<file path="src/rtl/tmr_pkg.sv">
package tmr_pkg;

  typedef enum logic [1:0] {
    MODE_OFF   = 2'b00,
    MODE_EVENT = 2'b01,
    MODE_TIMER = 2'b10,
    MODE_PULSE = 2'b11
  } mode_e;

  localparam logic [1:0] ADDR_LO   = 2'd0;
  localparam logic [1:0] ADDR_HI   = 2'd1;
  localparam logic [1:0] ADDR_CTRL = 2'd2;

  localparam int CTRL_EN_BIT  = 3;
  localparam int CTRL_POL_BIT = 2;

endpackage

</file>
<file path="src/rtl/tmr_sync_edge.sv">
module tmr_sync_edge #(
  parameter int STAGES = 2
) (
  input  logic clk,
  input  logic rst_n,
  input  logic pin_async,
  output logic pin_rise,
  output logic pin_fall
);

  logic [STAGES-1:0] chain_q;
  logic              prev_q;

  always_ff @(posedge clk) begin
    if (!rst_n) chain_q[0] <= 1'b0;
    else        chain_q[0] <= pin_async;
  end

  // Remaining synchronizer stages
  generate
    for (genvar s = 1; s < STAGES; s++) begin : g_stage
      always_ff @(posedge clk) begin
        if (!rst_n) chain_q[s] <= 1'b0;
        else        chain_q[s] <= chain_q[s-1];
      end
    end
  endgenerate

  always_ff @(posedge clk) begin
    if (!rst_n) prev_q <= 1'b0;
    else        prev_q <= chain_q[STAGES-1];
  end

  assign pin_rise = chain_q[STAGES-1] & ~prev_q;
  assign pin_fall = ~chain_q[STAGES-1] & prev_q;

endmodule

</file>
<file path="src/rtl/tmr_regs.sv">
module tmr_regs
  import tmr_pkg::*;
#(
  parameter int BUS_W = 8,
  localparam int CNT_W = 2 * BUS_W
) (
  input  logic             clk,
  input  logic             rst_n,
  input  logic [1:0]       bus_addr,
  input  logic             bus_wr,
  input  logic             bus_rd,
  input  logic [BUS_W-1:0] bus_wdata,
  output logic [BUS_W-1:0] bus_rdata,
  output logic             bus_rvalid,
  input  logic [CNT_W-1:0] count,
  input  logic             hw_clr_en,
  output logic [CNT_W-1:0] preload,
  output mode_e            mode,
  output logic             pol_rise,
  output logic             enable
);

  logic [BUS_W-1:0] lo_buf_q;
  logic [BUS_W-1:0] rdata_q;
  logic             rvalid_q;
  logic [BUS_W-1:0] rd_mux;
  logic             wr_lo, wr_hi, wr_ctrl, rd_hi;
  logic             unused_wbits;

  assign wr_lo   = bus_wr && (bus_addr == ADDR_LO);
  assign wr_hi   = bus_wr && (bus_addr == ADDR_HI);
  assign wr_ctrl = bus_wr && (bus_addr == ADDR_CTRL);
  assign rd_hi   = bus_rd && (bus_addr == ADDR_HI);
  assign unused_wbits = ^bus_wdata[BUS_W-1:4];

  // Low-byte buffer: filled by low writes and by high reads
  always_ff @(posedge clk) begin
    if (!rst_n)      lo_buf_q <= '0;
    else if (wr_lo)  lo_buf_q <= bus_wdata;
    else if (rd_hi)  lo_buf_q <= count[BUS_W-1:0];
  end

  always_ff @(posedge clk) begin
    if (!rst_n)     preload <= '0;
    else if (wr_hi) preload <= {bus_wdata, lo_buf_q};
  end

  always_ff @(posedge clk) begin
    if (!rst_n) begin
      mode     <= MODE_OFF;
      pol_rise <= 1'b0;
      enable   <= 1'b0;
    end else if (wr_ctrl) begin
      mode     <= mode_e'(bus_wdata[1:0]);
      pol_rise <= bus_wdata[CTRL_POL_BIT];
      enable   <= bus_wdata[CTRL_EN_BIT];
    end else if (hw_clr_en) begin
      enable   <= 1'b0;
    end
  end

  always_comb begin
    rd_mux = '0;
    case (bus_addr)
      ADDR_LO:   rd_mux = lo_buf_q;
      ADDR_HI:   rd_mux = count[CNT_W-1:BUS_W];
      ADDR_CTRL: rd_mux = {{(BUS_W-4){1'b0}}, enable, pol_rise, mode};
      default:   rd_mux = '0;
    endcase
  end

  always_ff @(posedge clk) begin
    if (!rst_n) begin
      rdata_q  <= '0;
      rvalid_q <= 1'b0;
    end else begin
      rvalid_q <= bus_rd;
      if (bus_rd) rdata_q <= rd_mux;
    end
  end

  assign bus_rdata  = rdata_q;
  assign bus_rvalid = rvalid_q;

endmodule

</file>
<file path="src/rtl/tmr_core.sv">
module tmr_core
  import tmr_pkg::*;
#(
  parameter int CNT_W = 16
) (
  input  logic             clk,
  input  logic             rst_n,
  input  mode_e            mode,
  input  logic             pol_rise,
  input  logic             enable,
  input  logic [CNT_W-1:0] preload,
  input  logic             tick,
  input  logic             pin_rise,
  input  logic             pin_fall,
  input  logic             irq_clr,
  output logic [CNT_W-1:0] count,
  output logic             hw_clr_en,
  output logic             ovf_irq
);

  logic trig_edge, back_edge;
  logic measuring_q;
  logic inc, wrap;

  assign trig_edge = pol_rise ? pin_rise : pin_fall;
  assign back_edge = pol_rise ? pin_fall : pin_rise;

  // One-shot pulse measurement state
  always_ff @(posedge clk) begin
    if (!rst_n)                                measuring_q <= 1'b0;
    else if (!(enable && mode == MODE_PULSE))  measuring_q <= 1'b0;
    else if (!measuring_q && trig_edge)        measuring_q <= 1'b1;
    else if (measuring_q && back_edge)         measuring_q <= 1'b0;
  end

  assign hw_clr_en = enable && (mode == MODE_PULSE) && measuring_q && back_edge;

  always_comb begin
    inc = 1'b0;
    if (enable) begin
      case (mode)
        MODE_EVENT: inc = trig_edge;
        MODE_TIMER: inc = tick;
        MODE_PULSE: inc = measuring_q && tick;
        default:    inc = 1'b0;
      endcase
    end
  end

  assign wrap = inc && (&count);

  always_ff @(posedge clk) begin
    if (!rst_n)    count <= '0;
    else if (wrap) count <= preload;
    else if (inc)  count <= count + 1'b1;
  end

  always_ff @(posedge clk) begin
    if (!rst_n)       ovf_irq <= 1'b0;
    else if (wrap)    ovf_irq <= 1'b1;
    else if (irq_clr) ovf_irq <= 1'b0;
  end

endmodule

</file>
<file path="src/rtl/tmr_evctr.sv">
module tmr_evctr
  import tmr_pkg::*;
#(
  parameter int BUS_W       = 8,
  parameter int SYNC_STAGES = 2
) (
  input  logic             clk,
  input  logic             rst_n,
  input  logic [1:0]       bus_addr,
  input  logic             bus_wr,
  input  logic             bus_rd,
  input  logic [BUS_W-1:0] bus_wdata,
  output logic [BUS_W-1:0] bus_rdata,
  output logic             bus_rvalid,
  input  logic             ext_pin,
  input  logic             tick,
  input  logic             irq_clr,
  output logic             ovf_irq
);

  localparam int CNT_W = 2 * BUS_W;

  logic [CNT_W-1:0] count;
  logic [CNT_W-1:0] preload;
  mode_e            mode;
  logic             pol_rise, enable, hw_clr_en;
  logic             pin_rise, pin_fall;

  tmr_sync_edge #(.STAGES(SYNC_STAGES)) u_sync (
    .clk       (clk),
    .rst_n     (rst_n),
    .pin_async (ext_pin),
    .pin_rise  (pin_rise),
    .pin_fall  (pin_fall)
  );

  tmr_regs #(.BUS_W(BUS_W)) u_regs (
    .clk        (clk),
    .rst_n      (rst_n),
    .bus_addr   (bus_addr),
    .bus_wr     (bus_wr),
    .bus_rd     (bus_rd),
    .bus_wdata  (bus_wdata),
    .bus_rdata  (bus_rdata),
    .bus_rvalid (bus_rvalid),
    .count      (count),
    .hw_clr_en  (hw_clr_en),
    .preload    (preload),
    .mode       (mode),
    .pol_rise   (pol_rise),
    .enable     (enable)
  );

  tmr_core #(.CNT_W(CNT_W)) u_core (
    .clk       (clk),
    .rst_n     (rst_n),
    .mode      (mode),
    .pol_rise  (pol_rise),
    .enable    (enable),
    .preload   (preload),
    .tick      (tick),
    .pin_rise  (pin_rise),
    .pin_fall  (pin_fall),
    .irq_clr   (irq_clr),
    .count     (count),
    .hw_clr_en (hw_clr_en),
    .ovf_irq   (ovf_irq)
  );

endmodule

</file>
<file path="config.mk">
export PLATFORM = sky130hd
export DESIGN_NAME = tmr_evctr
export DESIGN_NICKNAME = d
export VERILOG_FILES = /design/src/rtl/tmr_pkg.sv /design/src/rtl/tmr_sync_edge.sv /design/src/rtl/tmr_regs.sv /design/src/rtl/tmr_core.sv /design/src/rtl/tmr_evctr.sv
export SDC_FILE = /design/constraint.sdc
export NUM_CORES = 1
export LEC_CHECK = 0
export ABC_CLOCK_PERIOD_IN_PS = 4000
export BUFFER_PORTS_ARGS = -buffer_cell sky130_fd_sc_hd__buf_2
export CORE_ASPECT_RATIO = 0.7
export CORE_UTILIZATION = 40
export CTS_CLUSTER_DIAMETER = 150
export DETAILED_ROUTE_END_ITERATION = 16
export PLACE_DENSITY = 0.54
export SETUP_SLACK_MARGIN = 0.05
export SLEW_MARGIN = 25
export SYNTH_ARGS = -nofsm -noshare
export SYNTH_HDL_FRONTEND = slang
export SYNTH_SLANG_ARGS = --single-unit
</file>
<file path="constraint.sdc">
create_clock -name clk -period 4 [get_ports clk]
set_input_delay 0.2 -clock clk [delete_from_list [all_inputs] [get_ports clk]]
set_output_delay 0.2 -clock clk [all_outputs]
set_load 0.01 [all_outputs]
</file>
==> flow_summary.html <==
<table>
<tr><th>Metric</th><th>Value</th></tr>
<tr><th colspan="2">Worst setup path</th></tr>
<tr><td>Delay of the slowest critical-path stage</td><td>610 ps</td></tr>
<tr><td>Arrival time reported for the critical path endpoint</td><td>2530 ps</td></tr>
<tr><td>Top fanout value on the critical path</td><td>12</td></tr>
<tr><td>Critical-path cell list</td><td>nand3_1 &gt; nor4_2 &gt; and2_1 &gt; a2111oi_0 &gt; a211oi_1</td></tr>
<tr><td>Highest-delay cell along the critical path</td><td>nor4_2</td></tr>
<tr><td>Critical Setup Path Class</td><td>register to register</td></tr>
<tr><td>Critical path required time</td><td>4250 ps</td></tr>
<tr><td>Critical path capture point type</td><td>register</td></tr>
<tr><td>Worst Setup Start Kind</td><td>register</td></tr>
<tr><td>Number of cells on the worst reg-to-reg path</td><td>5</td></tr>
<tr><th colspan="2">Timing</th></tr>
<tr><td>Setup TNS</td><td>0 ps</td></tr>
<tr><td>Number of max-slew violations in the final report</td><td>0</td></tr>
<tr><td>Largest clock skew in the final design</td><td>6.353 ps</td></tr>
<tr><td>Worst hold slack across all endpoints</td><td>66.13 ps</td></tr>
<tr><td>Count of final setup violators</td><td>0</td></tr>
<tr><td>Number of hold violations in the final report</td><td>0</td></tr>
<tr><td>Final cycle utilization of the critical path</td><td>a little under three fifths</td></tr>
<tr><td>Tightest slew margin relative to the limit</td><td>about 50%</td></tr>
<tr><td>Final Critical Period</td><td>2282 ps</td></tr>
<tr><td>Unrepaired setup endpoints after global routing</td><td>false</td></tr>
<tr><td>Slew @ Worst Pin</td><td>755.6 ps</td></tr>
<tr><td>Maximum clock frequency</td><td>438.2 MHz</td></tr>
<tr><th colspan="2">Finish</th></tr>
<tr><td>Number of fillers in the final layout</td><td>622</td></tr>
<tr><td>Antenna diodes</td><td>0</td></tr>
<tr><td>Post-Route Utilization</td><td>47.37%</td></tr>
<tr><td>Final standard cell count with taps included and fillers excluded</td><td>421</td></tr>
<tr><td>Most common cell after layout, fill and taps aside</td><td>dfxtp_1</td></tr>
<tr><td>Post-route cell area</td><td>0.002973 mm2</td></tr>
<tr><td>Commonest non-fill, non-tap cells in the layout</td><td>dfxtp_1 (58), nand2_1 (57), a21oi_1 (37)</td></tr>
<tr><td>Final Net Count</td><td>roughly 360</td></tr>
<tr><td>Layout-stage area growth over the synthesis result</td><td>13.20%</td></tr>
<tr><td>Share of final-layout standard cells stronger than drive strength 1</td><td>a little over an eighth</td></tr>
<tr><th colspan="2">Clock network</th></tr>
<tr><td>Number of hold-repair buffers added at the cts stage</td><td>0</td></tr>
<tr><td>Setup repair bufs after CTS</td><td>0</td></tr>
<tr><td>Quantity of gates resized following cts</td><td>0</td></tr>
<tr><td>Total clock sinks</td><td>58</td></tr>
<tr><td>H-tree depth</td><td>3</td></tr>
<tr><td>Root Buffer</td><td>clkbuf_8</td></tr>
<tr><td>Insertion delay of the later-clocked pin in the worst-skew pair</td><td>340 ps</td></tr>
<tr><td>Clock tree buffer depth</td><td>2</td></tr>
<tr><td>Number of buffers created by CTS</td><td>9</td></tr>
<tr><td>Reg clk slew, reported paths</td><td>about 70 ps</td></tr>
<tr><td>Clock tree from TritonCTS</td><td>done</td></tr>
<tr><th colspan="2">Global route</th></tr>
<tr><td>Number of antenna violations at the first check in global routing</td><td>0</td></tr>
<tr><td>Overall routing resource usage</td><td>22.77%</td></tr>
<tr><td>Maximum number of pins on one net before global-route repair</td><td>23</td></tr>
<tr><td>Vias in the first global route</td><td>2205</td></tr>
<tr><td>Total global routing overflow</td><td>0</td></tr>
<tr><td>Global-route wire length before repair</td><td>11.85 mm</td></tr>
<tr><th colspan="2">Drt</th></tr>
<tr><td>Post-detailed-route DRC marker count</td><td>0</td></tr>
<tr><td>Post-detailed-route count of antenna-violating nets</td><td>0</td></tr>
<tr><td>Total wirelength of the detailed-routed design</td><td>between 7 and 8 mm</td></tr>
<tr><td>Final routed wire length divided by cell count</td><td>around 17 um</td></tr>
<tr><td>Post-DR vias/cell</td><td>5.732</td></tr>
<tr><td>First-pass detailed-route iteration total</td><td>5</td></tr>
<tr><td>Detailed router's first-iteration violation count</td><td>137</td></tr>
<tr><td>Total via count after detailed routing</td><td>roughly 2400</td></tr>
<tr><th colspan="2">Power</th></tr>
<tr><td>Power Internal</td><td>a little over 0.0009 W</td></tr>
<tr><td>Gate power share</td><td>5.6%</td></tr>
<tr><td>Sw Share</td><td>about a quarter</td></tr>
<tr><td>Portion of total power attributed to sequential cells</td><td>50.4%</td></tr>
<tr><td>Sw Pwr</td><td>0.0002784 W</td></tr>
<tr><td>Leak</td><td>1.066 nW</td></tr>
<tr><td>Worst vdd ir</td><td>about 0.21 mV</td></tr>
<tr><td>Clock Power Share</td><td>approximately 44%</td></tr>
<tr><td>Power per standard cell area</td><td>400.7 mW/mm2</td></tr>
<tr><th colspan="2">Synth</th></tr>
<tr><td>Synth Flop Type</td><td>dfxtp_1</td></tr>
<tr><td>Sequential-to-total area share from yosys stat</td><td>44.21%</td></tr>
<tr><td>Syn Area/Cell</td><td>8.259 um2</td></tr>
<tr><td>Nets in the synthesized netlist</td><td>336</td></tr>
<tr><td>Number of flops mapped to enable cells by yosys</td><td>0</td></tr>
<tr><td>Gate count after technology mapping</td><td>318</td></tr>
<tr><td>Count of yosys warnings during synthesis</td><td>0</td></tr>
<tr><td>Post-synthesis cell type count</td><td>46</td></tr>
<tr><td>Count of state elements after synthesis</td><td>58</td></tr>
<tr><td>Post-Synthesis Cell Area</td><td>between 0.002 and 0.003 mm2</td></tr>
<tr><td>Async set-reset flop share out of synthesis</td><td>0%</td></tr>
<tr><th colspan="2">Place</th></tr>
<tr><td># port buffers</td><td>26</td></tr>
<tr><td>Post-Place Cells</td><td>406</td></tr>
<tr><td>RD Place Congestion</td><td>0.8815</td></tr>
<tr><td>Post-DP Area</td><td>0.002788 mm2</td></tr>
<tr><td>Detailed Place HPWL</td><td>5.225 mm</td></tr>
<tr><th colspan="2">Floorplan</th></tr>
<tr><td>Floorplan die area</td><td>0.006899 mm2</td></tr>
<tr><td>Core area</td><td>0.006276 mm2</td></tr>
<tr><td>Count of boundary I/O pins</td><td>27</td></tr>
<tr><td>Effective utilization at floorplan</td><td>41.85%</td></tr>
<tr><td>X dimension of the die</td><td>98.85 um</td></tr>
<tr><td>FP Rows</td><td>24</td></tr>
<tr><td>Die height</td><td>69.80 um</td></tr>
<tr><th colspan="2">Flow run</th></tr>
<tr><td>Reported max-cap violation count</td><td>0</td></tr>
<tr><th colspan="2">Min path</th></tr>
<tr><td>Class of the most critical hold timing path</td><td>input port to register</td></tr>
<tr><td>Hold Path Depth</td><td>2</td></tr>
<tr><th colspan="2">Run status</th></tr>
<tr><td>Status</td><td>completed</td></tr>
</table>
==> synthesized netlist by cell type, types with 4 or more instances <==
library cell / instances / share of area (%)
dfxtp_1: 58 / 44
nand2_1: 57 / 8.1
a21oi_1: 37 / 7.1
nor2_1: 28 / 4.0
clkbuf_1: 14 / 2.0
mux2i_1: 13 / 5.0
a211oi_1: 11 / 3.1
nand3_1: 10 / 1.9
a31oi_1: 9 / 2.1
a22o_1: 8 / 2.7
and2_1: 8 / 1.9
and3_1: 6 / 1.4
nor2b_1: 4 / 0.95
o21ai_0: 4 / 0.76
==> state kept, by name, indices dropped and copies added, names as in the netlist <==
signal and flops:
u_core.count 16, u_sync.prev_q 1, u_regs.lo_buf_q 8, u_core.measuring_q 1, u_regs.enable 1, u_regs.preload 16, u_regs.bus_rdata 8, u_core.ovf_irq 1
u_regs.mode 2, u_sync.chain_q 2, u_regs.bus_rvalid 1, u_regs.pol_rise 1
==> power by group through the flow <==
stage / clock, W / sequential (W) / combinational [W]
floorplan: 0 / 0.000611 / 0.0000395
global placement: 0 / 0.000613 / 0.0000659
detailed placement: 0 / 0.000613 / 0.0000660
CTS: 0.000533 / 0.000600 / 0.0000664
global route: 0.000562 / 0.000602 / 0.0000725
finish: 0.000524 / 0.000601 / 0.0000664
==> worst max-delay path, delay by kind of cell (launching register included) <==
family,cells,cell delay [ps]
AO/OA/AOI/OAI,2,440
flip-flops,1,460
AND/OR/NAND/NOR,3,1300
==> metrics by stage <==
stage                     worst slack, ps  total power (W)
after floorplan                      2117        0.0006503
after detailed placement             1766        0.0006793
final                                1718         0.001191
after CTS                            1746         0.001200
after global routing                 1470         0.001237
after global placement               1862        0.0006793
==> area by class of cell <==
class / instances / area (um2) / share of cell area (%)
sequential: 58 / 1161 / 39.06
clock inverter: 3 / 40.04 / 1.347
multi-input combinational: 240 / 1380 / 46.42
clock buffer: 12 / 145.1 / 4.882
inverter: 3 / 11.26 / 0.3788
tap: 78 / 97.59 / 3.283
timing repair buffer: 27 / 137.6 / 4.630
==> metal layers <==
metal	vias to the layer above	GRT usage, %	part of all wire [%]
met3	11	6.048	5.3
met4	0	6.468	1.4
met1	1138	33.23	52
met2	64	32.71	42
met5	-	0	0
li1	1200	-	-
==> final timing paths <==
| path | slack [ps] | from | end |
|---|---|---|---|
| hold / removal | 70 | ext_pin | u_sync.chain_q[0] |
| setup / recovery | 1720 | u_core.count[11] | u_core.count[8] |
| hold reg to reg | 430 | u_sync.chain_q[0] | u_sync.chain_q[1] |
| setup reg to reg | 1720 | u_core.count[11] | u_core.count[8] |
==> cell families (layout without fill, tap and decap cells) <==
| family | Yosys count | count (layout) | synth area share, % |
|---|---|---|---|
| multiplexers | 13 | 13 | 4.955 |
| buffers and inverters | 20 | 45 | 3.240 |
| adder cells (fa/ha/maj) | 1 | 1 | 0.4763 |
| AO/OA/AOI/OAI | 93 | 93 | 23.15 |
| AND/OR/NAND/NOR | 133 | 133 | 23.96 |
| flip-flops | 58 | 58 | 44.21 |
Note: power is estimated with default switching activity, not from simulation.
